File: src/rtl/dbr_pkg.sv
package dbr_pkg;

  typedef enum logic [2:0] {
    MD_ARRAY = 3'd0,
    MD_AUTO  = 3'd1,
    MD_CFI   = 3'd2,
    MD_PROG  = 3'd3,
    MD_ERR   = 3'd4
  } bank_mode_e;

  typedef enum logic [1:0] {
    OP_RESET   = 2'd0,
    OP_AUTOSEL = 2'd1,
    OP_CFI     = 2'd2,
    OP_PROGRAM = 2'd3
  } cmd_op_e;

  typedef enum logic [1:0] {
    SRC_ARRAY  = 2'd0,
    SRC_CODE   = 2'd1,
    SRC_CFI    = 2'd2,
    SRC_STATUS = 2'd3
  } src_e;

  localparam logic [7:0] MFR_CODE  = 8'h20;
  localparam logic [7:0] DEV_UPPER = 8'h22;
  localparam logic [7:0] DEV_TOP   = 8'h5E;
  localparam logic [7:0] DEV_BOT   = 8'h5F;
  localparam logic [7:0] XV_LOCKED = 8'h81;
  localparam logic [7:0] XV_OPEN   = 8'h01;

endpackage

File: src/rtl/dbr_bank_mode.sv
module dbr_bank_mode
  import dbr_pkg::*;
(
  input  logic       clk,
  input  logic       rst,
  input  logic       cmd_hit,
  input  cmd_op_e    cmd_op,
  input  logic       other_prog,
  input  logic       busy,
  input  logic       err,
  output bank_mode_e mode,
  output src_e       src
);

  bank_mode_e mode_d;
  logic       seen_q, seen_d;
  logic       ret_auto_q, ret_auto_d;

  always_comb begin
    mode_d     = mode;
    seen_d     = seen_q;
    ret_auto_d = ret_auto_q;
    unique case (mode)
      MD_ARRAY: if (cmd_hit) begin
        if (cmd_op == OP_AUTOSEL) mode_d = MD_AUTO;
        else if (cmd_op == OP_CFI) begin
          mode_d     = MD_CFI;
          ret_auto_d = 1'b0;
        end else if (cmd_op == OP_PROGRAM && !other_prog) begin
          mode_d = MD_PROG;
          seen_d = 1'b0;
        end
      end
      MD_AUTO: if (cmd_hit) begin
        if (cmd_op == OP_RESET) mode_d = MD_ARRAY;
        else if (cmd_op == OP_CFI) begin
          mode_d     = MD_CFI;
          ret_auto_d = 1'b1;
        end
      end
      MD_CFI: if (cmd_hit && cmd_op == OP_RESET)
        mode_d = ret_auto_q ? MD_AUTO : MD_ARRAY;
      MD_PROG: begin
        if (busy) seen_d = 1'b1;
        else if (seen_q) mode_d = err ? MD_ERR : MD_ARRAY;
      end
      MD_ERR: if (cmd_hit && cmd_op == OP_RESET) mode_d = MD_ARRAY;
      default: mode_d = MD_ARRAY;
    endcase
  end

  always_ff @(posedge clk) begin
    if (rst) begin
      mode       <= MD_ARRAY;
      seen_q     <= 1'b0;
      ret_auto_q <= 1'b0;
    end else begin
      mode       <= mode_d;
      seen_q     <= seen_d;
      ret_auto_q <= ret_auto_d;
    end
  end

  // Completion without error shows array data in the very cycle busy drops.
  always_comb begin
    unique case (mode)
      MD_AUTO: src = SRC_CODE;
      MD_CFI:  src = SRC_CFI;
      MD_ERR:  src = SRC_STATUS;
      MD_PROG: src = (seen_q && !busy && !err) ? SRC_ARRAY : SRC_STATUS;
      default: src = SRC_ARRAY;
    endcase
  end

  AST_ERR_STICKY: assert property (@(posedge clk) disable iff (rst)
    (mode == MD_ERR && !(cmd_hit && cmd_op == OP_RESET)) |=> mode == MD_ERR);

  AST_PROG_HOLDS: assert property (@(posedge clk) disable iff (rst)
    (mode == MD_PROG && busy) |=> mode == MD_PROG);

  AST_AUTO_ENTRY: assert property (@(posedge clk) disable iff (rst)
    (mode == MD_ARRAY && cmd_hit && cmd_op == OP_AUTOSEL) |=> mode == MD_AUTO);

endmodule

File: src/rtl/dbr_read_mux.sv
module dbr_read_mux
  import dbr_pkg::*;
#(
  parameter int ADDR_W  = 21,
  parameter int DATA_W  = 16,
  parameter int BLK_LSB = 12
) (
  input  logic [ADDR_W-1:0]                      addr,
  input  logic                                   byte_mode,
  input  logic                                   byte_hi,
  input  logic                                   cfg_top,
  input  logic                                   ext_locked,
  input  logic [2*(1<<(ADDR_W-2-BLK_LSB))-1:0]   prot_map,
  input  logic [DATA_W-1:0]                      array_word,
  input  logic [DATA_W-1:0]                      cfi_word,
  input  logic [DATA_W/2-1:0]                    status_byte,
  input  src_e                                   src_a,
  input  src_e                                   src_b,
  output logic [DATA_W-1:0]                      data,
  output logic                                   hi_en
);

  localparam int BANK_LSB = ADDR_W - 2;
  localparam int BLK_W    = BANK_LSB - BLK_LSB;
  localparam int LANE_W   = DATA_W / 2;

  logic              bank;
  src_e              src;
  logic              prot_bit;
  logic [LANE_W-1:0] code_lo, code_hi, lane;
  logic [DATA_W-1:0] word;

  always_comb begin
    bank     = (addr[ADDR_W-1:BANK_LSB] != (cfg_top ? 2'b11 : 2'b00));
    src      = bank ? src_b : src_a;
    prot_bit = prot_map[{bank, addr[BANK_LSB-1:BLK_LSB]}];

    unique case (addr[1:0])
      2'b00: code_lo = MFR_CODE;
      2'b01: code_lo = cfg_top ? DEV_TOP : DEV_BOT;
      2'b10: code_lo = {{(LANE_W-1){1'b0}}, prot_bit};
      default: code_lo = addr[6] ? '0 : (ext_locked ? XV_LOCKED : XV_OPEN);
    endcase
    code_hi = (addr[1:0] == 2'b01) ? DEV_UPPER : '0;

    unique case (src)
      SRC_ARRAY: word = array_word;
      SRC_CODE:  word = {code_hi, code_lo};
      SRC_CFI:   word = cfi_word;
      default:   word = {{LANE_W{1'b0}}, status_byte};
    endcase

    if (src == SRC_ARRAY && byte_hi) lane = word[DATA_W-1:LANE_W];
    else                             lane = word[LANE_W-1:0];

    data  = byte_mode ? {{LANE_W{1'b0}}, lane} : word;
    hi_en = !byte_mode;
  end

endmodule

File: src/rtl/dual_bank_read_router.sv
module dual_bank_read_router
  import dbr_pkg::*;
#(
  parameter int ADDR_W  = 21,
  parameter int DATA_W  = 16,
  parameter int BLK_LSB = 12
) (
  input  logic                                 clk,
  input  logic                                 rst,
  input  logic [ADDR_W-1:0]                    rd_addr,
  input  logic                                 rd_byte_mode,
  input  logic                                 rd_byte_hi,
  input  logic                                 cfg_top_boot,
  input  logic                                 ext_locked,
  input  logic [2*(1<<(ADDR_W-2-BLK_LSB))-1:0] prot_map,
  input  logic [DATA_W-1:0]                    array_word,
  input  logic [DATA_W-1:0]                    cfi_word,
  input  logic [DATA_W/2-1:0]                  status_byte,
  input  logic                                 cmd_valid,
  input  logic [1:0]                           cmd_op,
  input  logic                                 cmd_bank,
  input  logic [1:0]                           pe_busy,
  input  logic [1:0]                           pe_error,
  output logic [DATA_W-1:0]                    rd_data,
  output logic                                 rd_hi_en
);

  localparam int NBANK  = 2;
  localparam int LANE_W = DATA_W / 2;

  bank_mode_e        mode_w [NBANK];
  src_e              src_w  [NBANK];
  logic [DATA_W-1:0] data_d;
  logic              hi_en_d;

  for (genvar g = 0; g < NBANK; g++) begin : g_bank
    dbr_bank_mode u_mode (
      .clk        (clk),
      .rst        (rst),
      .cmd_hit    (cmd_valid && (cmd_bank == 1'(g))),
      .cmd_op     (cmd_op_e'(cmd_op)),
      .other_prog (mode_w[NBANK-1-g] == MD_PROG),
      .busy       (pe_busy[g]),
      .err        (pe_error[g]),
      .mode       (mode_w[g]),
      .src        (src_w[g])
    );
  end

  dbr_read_mux #(
    .ADDR_W  (ADDR_W),
    .DATA_W  (DATA_W),
    .BLK_LSB (BLK_LSB)
  ) u_mux (
    .addr        (rd_addr),
    .byte_mode   (rd_byte_mode),
    .byte_hi     (rd_byte_hi),
    .cfg_top     (cfg_top_boot),
    .ext_locked  (ext_locked),
    .prot_map    (prot_map),
    .array_word  (array_word),
    .cfi_word    (cfi_word),
    .status_byte (status_byte),
    .src_a       (src_w[0]),
    .src_b       (src_w[1]),
    .data        (data_d),
    .hi_en       (hi_en_d)
  );

  always_ff @(posedge clk) begin
    if (rst) begin
      rd_data  <= '0;
      rd_hi_en <= 1'b0;
    end else begin
      rd_data  <= data_d;
      rd_hi_en <= hi_en_d;
    end
  end

  AST_SINGLE_PROGRAMMER: assert property (@(posedge clk) disable iff (rst)
    !(mode_w[0] == MD_PROG && mode_w[1] == MD_PROG));

  AST_BYTE_LANE_QUIET: assert property (@(posedge clk) disable iff (rst)
    $past(rd_byte_mode) |-> (!rd_hi_en && rd_data[DATA_W-1:LANE_W] == '0));

endmodule

File: config.mk
export PLATFORM = sky130hd
export DESIGN_NAME = dual_bank_read_router
export DESIGN_NICKNAME = d
export VERILOG_FILES = /design/src/rtl/dbr_pkg.sv /design/src/rtl/dbr_bank_mode.sv /design/src/rtl/dbr_read_mux.sv /design/src/rtl/dual_bank_read_router.sv
export SDC_FILE = /design/constraint.sdc
export NUM_CORES = 1
export LEC_CHECK = 0
export CAP_MARGIN = 20
export CORE_AREA = 2 2 137 139
export DETAILED_ROUTE_END_ITERATION = 16
export DIE_AREA = 0 0 139 141
export DONT_BUFFER_PORTS = 1
export RECOVER_POWER = 100
export REMOVE_ABC_BUFFERS = 1
export SLEW_MARGIN = 20
export SYNTH_ARGS = -nofsm -noshare
export SYNTH_HDL_FRONTEND = slang
export SYNTH_HIERARCHICAL = 1
export SYNTH_SLANG_ARGS = --single-unit
File: constraint.sdc
create_clock -name clk -period 3.95 [get_ports clk]
set_input_delay 0.1975 -clock clk [delete_from_list [all_inputs] [get_ports clk]]
set_output_delay 0.1975 -clock clk [all_outputs]
set_load 0.05 [all_outputs]
# Word level (Yosys, flattened, before mapping)
# Index checks and enable logic that the tools add are counted.
# classes
n_mux	64
n_reduce_logical	34
bitwise	1
n_eq_ne	46
n_lt_le_gt_ge	1
# ops
operator	count
3-bit 2-to-1 mux	22
16-bit one-hot mux with 3 select lines	1
8-bit 2-to-1 mux	4
3-bit one-hot mux with 5 select lines	2
2-bit by 1-bit inequality test with 1-bit output, second input constant	13
2-bit inequality test, second input constant	13
8-bit one-hot mux with 3 select lines	1
1-bit 2-to-1 mux	22
2-bit one-hot mux with 4 select lines	2
8-bit AND reduction	2
7-bit AND reduction	2
3-bit by 2-bit equality test with 1-bit output, second input constant	4
6-bit AND reduction	2
1-bit logical AND	11
8-bit by 9-bit less-than comparator with 1-bit output, second input constant	1
1-bit binary-select mux with 8-bit select	1
2-bit equality test, second input constant	4
2-bit 2-to-1 mux	4
1-bit one-hot mux with 2 select lines	4
2-bit nonzero test	4
1-bit logical NOT	7
2-bit by 1-bit equality test with 1-bit output, second input constant	3
3-bit by 1-bit equality test with 1-bit output, second input constant	2
3-bit equality test, second input constant	2
10 further kinds	13
# word_totals
wordCells	155
regBits	27
out_inout_bits	17

# Longest topological paths before layout
# Gate-level depths: netlist (run 1).
# logic_depth
depth_word	10
mapped_depth	12

# Cells and area by module
# The synthesis (run 1) kept the hierarchy.
# by_module_without_submodules
mod	cells_each	area_each_um2	n_inst
dbr_read_mux	245	2725.1	1
dbr_bank_mode	51	400.4	2
dual_bank_read_router	39	505.5	1

# Worst setup path before layout (run 1)
# Ideal clock, no wire load.
# synth_timing
kind	register to register
from	register g_bank[1].u_mode.mode[1]
to	register rd_data[7]
t_arrival_ps	2186
stages_incl_launch_ff	10
path_slack_ps	1650
synth_period_minus_slack_ps	2300
required_time_ps	3836
setup_time_ps	114
cell_sequence	dfxtp_1 buf_2 nand2_1 nor2_1 o22ai_1 mux2i_4 nand4_4 mux2_4 mux4_2 nor2b_1
# synth_lines
element	line	rtl
from (decl)	dbr_bank_mode.sv:11	output bank_mode_e mode,
from (signal assigned)	dbr_bank_mode.sv:58	mode <= mode_d;
to (signal assigned)	dual_bank_read_router.sv:75	rd_data <= data_d;
to (decl)	dual_bank_read_router.sv:24	output logic [DATA_W-1:0] rd_data,

==> summary.json, run 1 <==
{
  "drt_wl_total_mm": 15.80,
  "gr-usage-all-layers_pct": 15.18,
  "finalClockSkew_ns": 0.01088,
  "grt_util_met1_pct": 18.16,
  "worst-r2r-setup-slack_ns": 1.05,
  "dieWidth_um": 139,
  "cts_inserted_buffers": 3,
  "grt-ovfl-total": 0,
  "top_level_ports": 348,
  "clk_root_buffer_cell": "clkbuf_16",
  "cp_data_required_time_ns": 4.10,
  "worstSetupStartpoint": "g_bank[0].u_mode/mode[1]",
  "crit_path_max_fanout": 18,
  "yosysSeqAreaShare_pct": 13.41,
  "buffer_ports.inserted": 0,
  "slew_headroom_pct": 60.38,
  "clk-insertion-delay-late_ns": 0.27,
  "fill_cells": 1940,
  "worst_r2r_endpoint": "rd_data[7]",
  "dpl_worst_slack_ns": 1.109,
  "cts_tree": "built",
  "synth_async_sr_flop_share_pct": 0,
  "chip_height_um": 141,
  "detail_route.wl_per_cell_um": 26.47,
  "yosysWarningCount": 6,
  "grt_start_max_net_pins": 72,
  "timing.final.hold_violations": 0,
  "route.vias.total": 3441,
  "r2r_cells": 9,
  "gr-max-usage-layer": "met2",
  "yosys.area.top_type": "mux4_2",
  "yosysTopAreaCellShare_pct": 39.11,
  "finalSetupTns_ns": 0,
  "total_number_of_h_tree_levels": 1,
  "power-per-cell-area_mw_per_mm2": 229.5,
  "synth_area_mm2": 0.004031,
  "leakage_nw": 1.384,
  "yosys-top-cells-area": "mux4_2, dfxtp_1, mux2i_1, nor2b_1, nand2_1",
  "worst_ir_drop_vdd_v": 0.0002782,
  "finalNetCount": 691,
  "avgViaCountPerCell": 5.764,
  "drtPass1Iterations": 5,
  "final.period_utilization_pct": 73.30,
  "floorplan.rows": 50,
  "clock_sinks": 27,
  "use_met3_pct": 4.280,
  "fmax_ghz": 0.3454,
  "setup.worst_path.class": "reg -> reg",
  "gr-usage-met2_pct": 27.74,
  "mostFrequentLayoutCell": "mux4_2",
  "grt_antenna_before_repair": 1,
  "syn-mean-instance-area_um2": 10.44,
  "grt_setup_unrepaired": "no",
  "clk_transition_reported_paths_ns": 0.07,
  "synth_cell_type_count": 57,
  "min-delay-path-class": "in -> reg",
  "status": "finished clean",
  "postRouteAntennaNets": 0,
  "core_mm2": 0.01827,
  "start_util_pct": 22.07,
  "timing_worst_slew_pin_value_ns": 0.5931,
  "drc_violation_count_after_routing": 0,
  "fp.dieArea_mm2": 0.01960,
  "ff_latch_area_um2": 540.5,
  "setup_viol": 0,
  "number_of_flops_mapped_to_enable_cells_by_yosys": 0,
  "crit_end": "rd_data[7]",
  "reg2reg_from": "g_bank[0].u_mode/mode[1]",
  "max-cap-violations": 0,
  "ys_seq_elements": 27,
  "gp_congestion": 0.9432,
  "postSynth.topFlopCell": "dfxtp_1",
  "cts_max_path_bufs": 2,
  "number_of_global_route_vias_before_repair": 3606,
  "hold_ws_ns": 0.01154,
  "hpwl_reported_at_the_end_of_detailed_placement_mm": 13.16,
  "worst_setup_path_start_kind": "register",
  "cp.arrival_ns": 3.04,
  "layout_cell_share_with_drive_strength_beyond_1_pct": 28.13,
  "final_cell_mix": "mux4_2, nand2_1, dfxtp_1",
  "multiInputGateArea_mm2": 0.003256,
  "drt_first_iter_violations": 136,
  "final_ws_setup_ns": 1.055,
  "area_delta_synth_final_pct": 4.718,
  "slew_viol_final": 0,
  "postSynthCellCount": 386,
  "global_route_wire_length_before_repair_mm": 22.76,
  "period_minus_slack_ns": 2.895,
  "setup.worst_path.end_class": "register"
}
[registers in the layout (all words and copies together), names as in the netlist]
name and cells:
g_bank.u_mode/mode 6, rd_hi_en 1, rd_data 16, g_bank.u_mode/seen_q 2, g_bank.u_mode/ret_auto_q 2
[cells by family after synthesis]
family	count (synthesis)	synth area share, %
XOR/XNOR	2	0.4346
flip-flops	27	13.41
AO/OA/AOI/OAI	78	13.97
multiplexers	97	46.74
AND/OR/NAND/NOR	143	19.93
buffers and inverters	39	5.524
[critical path: stages (launching register included)]
cell	delay (ns)
dfxtp_1	0.63
nand2_1	0.17
nor2_1	0.12
o22ai_1	0.13
mux2i_4	0.16
buf_4	0.29
nand4_4	0.28
mux2_4	0.37
mux4_2	0.46
nor2b_1	0.14
[cells in the mapped netlist (4+ instances only)]
library cell / n
mux4_2: 70
nand2_1: 35
dfxtp_1: 27
nor2b_1: 26
nor2_1: 21
mux2i_1: 18
a21oi_1: 13
buf_2: 13
a22oi_1: 12
nand2b_1: 12
o21ai_0: 12
buf_4: 8
clkbuf_1: 8
nor3_1: 8
and2b_2: 7
a211oi_1: 6
mux2_2: 6
and3_1: 4
buf_6: 4
nand3_1: 4
o21ai_1: 4
o22ai_1: 4
[what timing repair did]
item	4_1_cts	5_1_grt
gates resized for setup	0	0
buffers inserted	0	0
hold endpoints to repair	10	0
hold buffers	1	0
[layer usage]
layer  wire length [um]  vias up
met5                  0        -
met2               8262      220
met1               5860     1708
met4                117        0
li1                   -     1501
met3               1560       12
[power breakdown]
| part | internal, mW | switching (mW) | leakage, nW |
|---|---|---|---|
| logic | 0.218 | 0.139 | 1.12 |
| clock network | 0.138 | 0.0997 | 0.0382 |
| registers | 0.293 | 0.0799 | 0.221 |
[how the worst min path moves through the flow]
stage	slack (ns)	start	cells after the start	endpoint
2_1_floorplan	0.27	rst	1	g_bank[0].u_mode/seen_q
5_1_grt	0.00003	rst	1	rd_data[6]
3_3_place_gp	0.27	rst	1	g_bank[0].u_mode/seen_q
6_report	0.01	rst	1	rd_data[8]
3_5_place_dp	0.28	rst	1	rd_data[7]
4_1_cts	0.00002	rst	1	rd_data[6]
[layout make-up]
class                   instances  area share (%)
clock buffers                   4           1.867
diodes                          4          0.2371
multi-input cells             320           77.12
well taps                     234           6.935
repair buffers                  3          0.5928
flip-flops and latches         27           12.80
inverters                       5          0.4446
[metrics by stage]
step / util [%] / power (mW) / area, um^2 / std cells
3_3_place_gp: 22.64 / 0.7359 / 4135 / 588
3_5_place_dp: 22.64 / 0.7421 / 4135 / 588
4_1_cts: 23.12 / 0.9913 / 4224 / 593
5_1_grt: 23.05 / 1.023 / 4212 / 593
6_report: 23.11 / 0.9689 / 4222 / 597
2_1_floorplan: - / 0.6719 / 3827 / 352
Power figures use the tool's default switching activity.
==> run 2: changes to the inputs <==
--- a/config.mk
+++ b/config.mk
@@ -5,10 +5,11 @@
 export SDC_FILE = /design/constraint.sdc
 export NUM_CORES = 1
 export LEC_CHECK = 0
+export ABC_AREA = 1
 export CAP_MARGIN = 20
-export CORE_AREA = 2 2 137 139
+export CORE_AREA = 2 2 133 135
 export DETAILED_ROUTE_END_ITERATION = 16
-export DIE_AREA = 0 0 139 141
+export DIE_AREA = 0 0 135 137
 export DONT_BUFFER_PORTS = 1
 export RECOVER_POWER = 100
 export REMOVE_ABC_BUFFERS = 1
==> constraint.sdc (replaced) <==
create_clock -name clk -period 2.8 [get_ports clk]
set_input_delay 0.14 -clock clk [delete_from_list [all_inputs] [get_ports clk]]
set_output_delay 0.14 -clock clk [all_outputs]
set_load 0.05 [all_outputs]
==> run 2 against run 1 <==
  * Design area increased by 10%
  * Die area fell by 5.6%
  * Core utilization increased by 4.1 points
  * Sequential share of layout area shrank 1.2 points
  * Area after synthesis rose by 13%
  * Clock skew shrank 0.0084 ns
  * Setup slack got worse by 0.71 ns
  * Largest power group is now combinational cells
==> summary.json, run 2 <==
{
  "dieWidth_um": 135,
  "yosys.area.top_type": "nand2_1",
  "min-delay-path-class": "in -> reg",
  "cts_inserted_buffers": 3,
  "crit_path_max_fanout": 13,
  "area_delta_synth_final_pct": 1.951,
  "timing.critical_path.depth": 15,
  "drtPass1Iterations": 5,
  "postSynthCellCount": 911,
  "status": "finished clean",
  "top_level_ports": 348,
  "layout_cell_share_with_drive_strength_beyond_1_pct": 4.971,
  "grt_setup_unrepaired": "no",
  "clk_transition_reported_paths_ns": 0.07,
  "buffer_ports.inserted": 0,
  "synth_area_mm2": 0.004553,
  "slew_headroom_pct": 49.93,
  "muxShareOfSynthArea_pct": 0,
  "fmax_ghz": 0.4073,
  "synth-xor-area-share_pct": 0,
  "worst_r2r_endpoint": "rd_data[2]",
  "crit_family": "simple AND/OR/NAND/NOR gates",
  "drt_wl_total_mm": 17.58,
  "timing.critical_path.buf_inv": 3,
  "cts_max_path_bufs": 2,
  "fp.dieArea_mm2": 0.01850,
  "max-cap-violations": 0,
  "finalSetupTns_ns": 0,
  "gr-usage-met2_pct": 30.60,
  "finalClockSkew_ns": 0.002464,
  "mostFrequentLayoutCell": "nand2_1",
  "finalNetCount": 1197,
  "ys_seq_elements": 27,
  "reg2reg_from": "g_bank[1].u_mode/mode[1]",
  "yosys-top-cells-area": "nand2_1, nand3_1, dfxtp_1, inv_1, nor2_1",
  "number_of_global_route_vias_before_repair": 5054,
  "largest_family_of_logic_cells_by_synthesized_area": "simple AND/OR/NAND/NOR gates",
  "grt_start_max_net_pins": 130,
  "power-per-cell-area_mw_per_mm2": 560.6,
  "timing_worst_slew_pin_value_ns": 0.7486,
  "final.period_utilization_pct": 87.68,
  "synth-compound-area-share_pct": 5.853,
  "final_cell_mix": "nand2_1, nand3_1, inv_1",
  "number_of_flops_mapped_to_enable_cells_by_yosys": 0,
  "floorplan.rows": 48,
  "path_cells": "nand2_1, nor2_2, nand2_2, and3_2, nand2_1, or2_0, o21ai_2, nand2_2, inv_2, nand3_2, inv_1, a2111oi_0, nor2_1, inv_1, nor2_1",
  "core_mm2": 0.01706,
  "largest_register_ffs": 16,
  "synth_async_sr_flop_share_pct": 0,
  "setup.worst_path.class": "reg -> reg",
  "route.vias.total": 5702,
  "worst_setup_path_start_kind": "register",
  "yosysTopAreaCellShare_pct": 30.34,
  "post_synth_and_or_nand_nor_area_fraction_pct": 68.04,
  "syn-mean-instance-area_um2": 4.998,
  "synth.most_common_cell": "nand2_1",
  "crit_path_max_incr_delay_ns": 0.44,
  "cts_tree": "built",
  "leakage_nw": 2.277,
  "placement.cell_area_mm2": 0.004581,
  "drc_violation_count_after_routing": 0,
  "postRouteAntennaNets": 0,
  "grt_antenna_before_repair": 0,
  "synth_cell_type_count": 37,
  "clock_sinks": 27,
  "final_design_area_no_fill_mm2": 0.004642,
  "crit_slowest_cell": "dfxtp_1",
  "start_util_pct": 26.69,
  "cp_data_required_time_ns": 2.93,
  "chip_height_um": 137,
  "timing.final.hold_violations": 0,
  "slew_viol_final": 0,
  "gr-usage-all-layers_pct": 17.50,
  "layout_top_registers": "rd_data (16), g_bank.u_mode/mode (6)",
  "period_minus_slack_ns": 2.455,
  "clk-insertion-delay-late_ns": 0.26,
  "gr-max-usage-layer": "met2",
  "min_delay_path_depth": 3,
  "setup_viol": 0,
  "gp_congestion": 0.8789,
  "detail_route.wl_per_cell_um": 16.13,
  "avgViaCountPerCell": 5.231,
  "clk_root_buffer_cell": "clkbuf_16",
  "postSynth.topFlopCell": "dfxtp_1",
  "grt-ovfl-total": 0,
  "largest_register": "rd_data",
  "grt_util_met1_pct": 22.25,
  "use_met3_pct": 4.148,
  "worst_hold_path.endpoint": "rd_data[11]",
  "yosysSeqAreaShare_pct": 11.87,
  "global_route_wire_length_before_repair_mm": 25.88,
  "total_number_of_h_tree_levels": 1,
  "list_of_most_frequent_post_synthesis_cells": "nand2_1, nand3_1, inv_1",
  "hpwl_reported_at_the_end_of_detailed_placement_mm": 13.38,
  "drt_first_iter_violations": 560,
  "cp.arrival_ns": 2.58,
  "worst_ir_drop_vdd_v": 0.0002672,
  "worst-r2r-setup-slack_ns": 0.34,
  "timing.hold.worst.start": "rd_byte_mode",
  "area_share_of_fa_ha_maj_cells_after_synthesis_pct": 0,
  "insertedDiodeCount": 0,
  "r2r_cells": 15,
  "setup.worst_path.end_class": "register",
  "yosysWarningCount": 6
}
## run 2: changes by cell type after synthesis, moves of 13 or more
| cell | previous run | this run |
|---|---|---|
| nand2_1 | 35 | 368 |
| nand3_1 | 4 | 245 |
| inv_1 | 3 | 74 |
| mux4_2 | 70 | 0 |
| nor2_1 | 21 | 50 |
| nor2b_1 | 26 | 0 |
| mux2i_1 | 18 | 0 |
| buf_2 | 13 | 26 |
## run 2: how the worst max path moves through the flow
stage | start | end | slack [ns]
3_3_place_gp | g_bank[1].u_mode/mode[1] | rd_data[2] | 0.47
2_1_floorplan | rd_addr[12] | rd_data[0] | 0.58
4_1_cts | g_bank[1].u_mode/mode[1] | rd_data[2] | 0.37
6_report | g_bank[1].u_mode/mode[1] | rd_data[2] | 0.34
5_1_grt | g_bank[1].u_mode/mode[1] | rd_data[2] | 0.09
3_5_place_dp | g_bank[1].u_mode/mode[1] | rd_data[2] | 0.44
## run 2: layout make-up
type	count	area, um^2
timing repair buffer	8	87.58
tap	225	281.5
inverter	84	316.6
fill	1991	12410
multi-input combinational	742	3337
sequential	27	540.5
clock buffer	4	78.83
## run 2: stage by stage
| step | util, % | worst slack (ns) | hold WS, ns | power (mW) | cells |
|---|---|---|---|---|---|
| floorplan | - | 0.5846 | 0.2091 | 1.984 | 853 |
| global placement | 26.86 | 0.4685 | 0.2134 | 2.285 | 1085 |
| detailed placement | 26.86 | 0.4373 | 0.2154 | 2.300 | 1085 |
| CTS | 27.38 | 0.3740 | 0.0009637 | 2.648 | 1090 |
| global route | 27.22 | 0.09099 | 0.009439 | 2.864 | 1090 |
| finish | 27.22 | 0.3449 | 0.006600 | 2.602 | 1090 |
## run 2: power breakdown
group          internal (mW)  leakage, nW  total, mW  switching [mW]
Sequential             0.490        0.222      0.783           0.294
Combinational          0.544         2.02       1.48           0.941
Clock                  0.195       0.0382      0.334           0.139
## run 2: routing by layer
layer	vias up	wire length [um]
met2	281	8613
met5	-	0
met4	0	97
met3	10	1671
met1	2558	7196
li1	2853	-
## run 2: worst reg2reg max path, cell delays in order (launching register included)
cell       delay [ns]
dfxtp_1          0.44
nand2_1          0.10
nor2_2           0.16
nand2_2          0.08
and3_2           0.22
nand2_1          0.05
or2_0            0.14
o21ai_2          0.11
nand2_2          0.15
inv_2            0.13
nand3_2          0.09
inv_1            0.07
a2111oi_0        0.40
nor2_1           0.07
inv_1            0.06
nor2_1           0.03
## run 2: repair_timing
action | in CTS | in global routing
hold endpoints to repair | 19 | 0
hold buffers | 1 | 0
setup endpoints to repair | 0 | 0
buffers inserted | 0 | 0
resized for setup | 0 | 0
## run 2: logic make-up (layout without fill, tap and decap cells)
| logic type | count (synthesis) | after routing |
|---|---|---|
| AO/OA/AOI/OAI | 39 | 39 |
| buffers and inverters | 142 | 96 |
| AND/OR/NAND/NOR | 703 | 703 |
| flip-flops | 27 | 27 |
==> run 3: changes to the inputs <==
==> constraint.sdc (replaced) <==
create_clock -name clk -period 2.8 [get_ports clk]
set_input_delay 0.7 -clock clk [delete_from_list [all_inputs] [get_ports clk]]
set_output_delay 0.7 -clock clk [all_outputs]
set_load 0.05 [all_outputs]
==> run 3 against run 2 <==
  * Register-to-register slack lost 0.07 ns
  * Global-route usage fell by 0.099 points
  * Non-clock buffer count is 2 higher
  * Critical path depth stayed put
  * Worst hold slack better by 0.45 ns
  * Die area did not move
  * Setup slack lost 0.074 ns
  * Critical path type unchanged
  * Routed wire length is 0.57% lower
  * Count of clock-buffer cells in the layout unchanged
  * Core utilization rose by 0.11 points
  * Combinational power about the same
  * Total power up 0.61%
==> summary.json, run 3 (synthesized netlist as in run 2, its figures left out) <==
{
  "top_level_ports": 348,
  "global_route_wire_length_before_repair_mm": 25.87,
  "worst_hold_path.endpoint": "g_bank[0].u_mode/seen_q",
  "cts_max_path_bufs": 2,
  "clk_root_buffer_cell": "clkbuf_16",
  "finalClockSkew_ns": 0.004348,
  "r2r_cells": 15,
  "number_of_global_route_vias_before_repair": 5249,
  "worst-r2r-setup-slack_ns": 0.27,
  "timing_worst_slew_pin_value_ns": 0.6085,
  "core_mm2": 0.01706,
  "layout_top_registers": "rd_data (16), g_bank.u_mode/mode (6)",
  "drc_violation_count_after_routing": 0,
  "power_mw": 2.618,
  "grt_start_max_net_pins": 130,
  "status": "finished clean",
  "chip_height_um": 137,
  "leakage_nw": 2.291,
  "gp_congestion": 0.8464,
  "cp.arrival_ns": 2.73,
  "cp_data_required_time_ns": 3.00,
  "insertedDiodeCount": 0,
  "power_frac_clock_pct": 12.8,
  "dieWidth_um": 135,
  "worst_setup_path_start_kind": "register",
  "clk_transition_reported_paths_ns": 0.07,
  "mostFrequentLayoutCell": "nand2_1",
  "cts_resized": 0,
  "final_ws_setup_ns": 0.2712,
  "min_delay_path_depth": 2,
  "power.share.combinational_pct": 57.3,
  "finalSetupTns_ns": 0,
  "detail_route.wl_per_cell_um": 16.00,
  "intPower_mw": 1.239,
  "gr-usage-all-layers_pct": 17.40,
  "path_cells": "nand2_1, nor2_2, nand2_1, and3_2, nand2_1, or2_1, o21ai_2, inv_1, nand2_2, nor3b_2, nand3b_1, a21oi_1, a21oi_1, inv_1, nor2_1",
  "netSwitchingFraction_pct": 52.68,
  "total_number_of_h_tree_levels": 1,
  "hold_ws_ns": 0.4520,
  "cts_tree": "built",
  "crit_slowest_cell": "nor3b_2",
  "setup.worst_path.class": "reg -> reg",
  "route.vias.total": 5688,
  "area_delta_synth_final_pct": 2.363,
  "setup.worst_path.end_class": "register",
  "drt_first_iter_violations": 455,
  "finalNetCount": 1199,
  "largest_register": "rd_data",
  "avgViaCountPerCell": 5.209,
  "grt_setup_unrepaired": "no",
  "floorplan.rows": 48,
  "setup_viol": 0,
  "dpl_worst_slack_ns": 0.2012,
  "final.period_utilization_pct": 90.32,
  "clock_sinks": 27,
  "netsw_mw": 1.379,
  "buffer_ports.inserted": 0,
  "power_frac_seq_pct": 29.8,
  "fp.dieArea_mm2": 0.01850,
  "slew_headroom_pct": 59.28,
  "crit_top_cell": "nand2_1",
  "crit_path_max_incr_delay_ns": 0.46,
  "reg2reg_from": "g_bank[1].u_mode/mode[1]",
  "cts_inserted_buffers": 3,
  "timing.critical_path.buf_inv": 2,
  "min-delay-path-class": "reg -> reg",
  "timing.hold.worst.start": "g_bank[0].u_mode/seen_q",
  "largest_register_ffs": 16,
  "power-per-cell-area_mw_per_mm2": 561.8,
  "post_cts_hold_buffer_count": 0,
  "grt_antenna_before_repair": 0,
  "layout_cell_share_with_drive_strength_beyond_1_pct": 5.190,
  "postRouteAntennaNets": 0,
  "period_minus_slack_ns": 2.529,
  "hpwl_reported_at_the_end_of_detailed_placement_mm": 13.47,
  "start_util_pct": 26.69,
  "finalCoreUtilization_pct": 27.33,
  "worst_r2r_endpoint": "rd_data[1]",
  "drt_wl_total_mm": 17.48,
  "max-cap-violations": 0,
  "final_cell_mix": "nand2_1, nand3_1, inv_1",
  "crit_family": "simple AND/OR/NAND/NOR gates",
  "clk-insertion-delay-late_ns": 0.26,
  "grt-ovfl-total": 0,
  "crit_path_max_fanout": 7,
  "drtPass1Iterations": 7,
  "worst_ir_drop_vdd_v": 0.0003471,
  "timing.final.hold_violations": 0,
  "fmax_ghz": 0.3954,
  "slew_viol_final": 0,
  "cts_post_setup_buffers_inserted": 0
}
[run 3: per-stage QoR]
step / area [um^2] / cells
after floorplan: 4220 / 853
after global placement: 4616 / 1088
after detailed placement: 4616 / 1088
after CTS: 4695 / 1092
after global routing: 4661 / 1092
final: 4661 / 1092
[run 3: worst max path at each step]
stage / startpoint / to / slack [ns] / cells past startpoint
2_1_floorplan: rd_addr[12] / rd_data[0] / 0.02 / 19
3_3_place_gp: pe_busy[1] / rd_data[1] / 0.24 / 14
3_5_place_dp: pe_busy[1] / rd_data[1] / 0.20 / 14
4_1_cts: g_bank[1].u_mode/mode[1] / rd_data[1] / 0.39 / 15
5_1_grt: g_bank[1].u_mode/mode[1] / rd_data[5] / 0.02 / 15
6_report: g_bank[1].u_mode/mode[1] / rd_data[1] / 0.27 / 15
[run 3: routing by layer]
layer / track usage [%] / vias to the layer above / part of all wire [%]
met5: 0 / - / 0
met4: 3.414 / 0 / 1.4
li1: - / 2858 / -
met3: 2.667 / 24 / 6.9
met2: 30.94 / 255 / 48
met1: 22.35 / 2551 / 44
[run 3: tightest hold or removal path: cells and delay by family, from the launching register on]
| kind | cells | cell delay [ns] |
|---|---|---|
| AOI/OAI and AO/OA | 1 | 0.05 |
| buffers and inverters | 1 | 0.05 |
| DFF | 1 | 0.31 |
[run 3: layout make-up]
type,instances,area (um^2)
Clock buffer,4,78.83
Fill cell,1994,12400
Inverter,84,316.6
Multi-Input combinational cell,742,3333
Sequential cell,27,540.5
Tap cell,225,281.5
Timing Repair Buffer,10,110.1
[run 3: power by group through the flow]
| stage | Sequential (mW) | Combinational, mW | Clock [mW] |
|---|---|---|---|
| after floorplan | 0.760 | 1.22 | 0 |
| after global placement | 0.791 | 1.52 | 0 |
| after detailed placement | 0.789 | 1.54 | 0 |
| after CTS | 0.781 | 1.55 | 0.343 |
| after global routing | 0.798 | 1.72 | 0.358 |
| final | 0.782 | 1.50 | 0.335 |
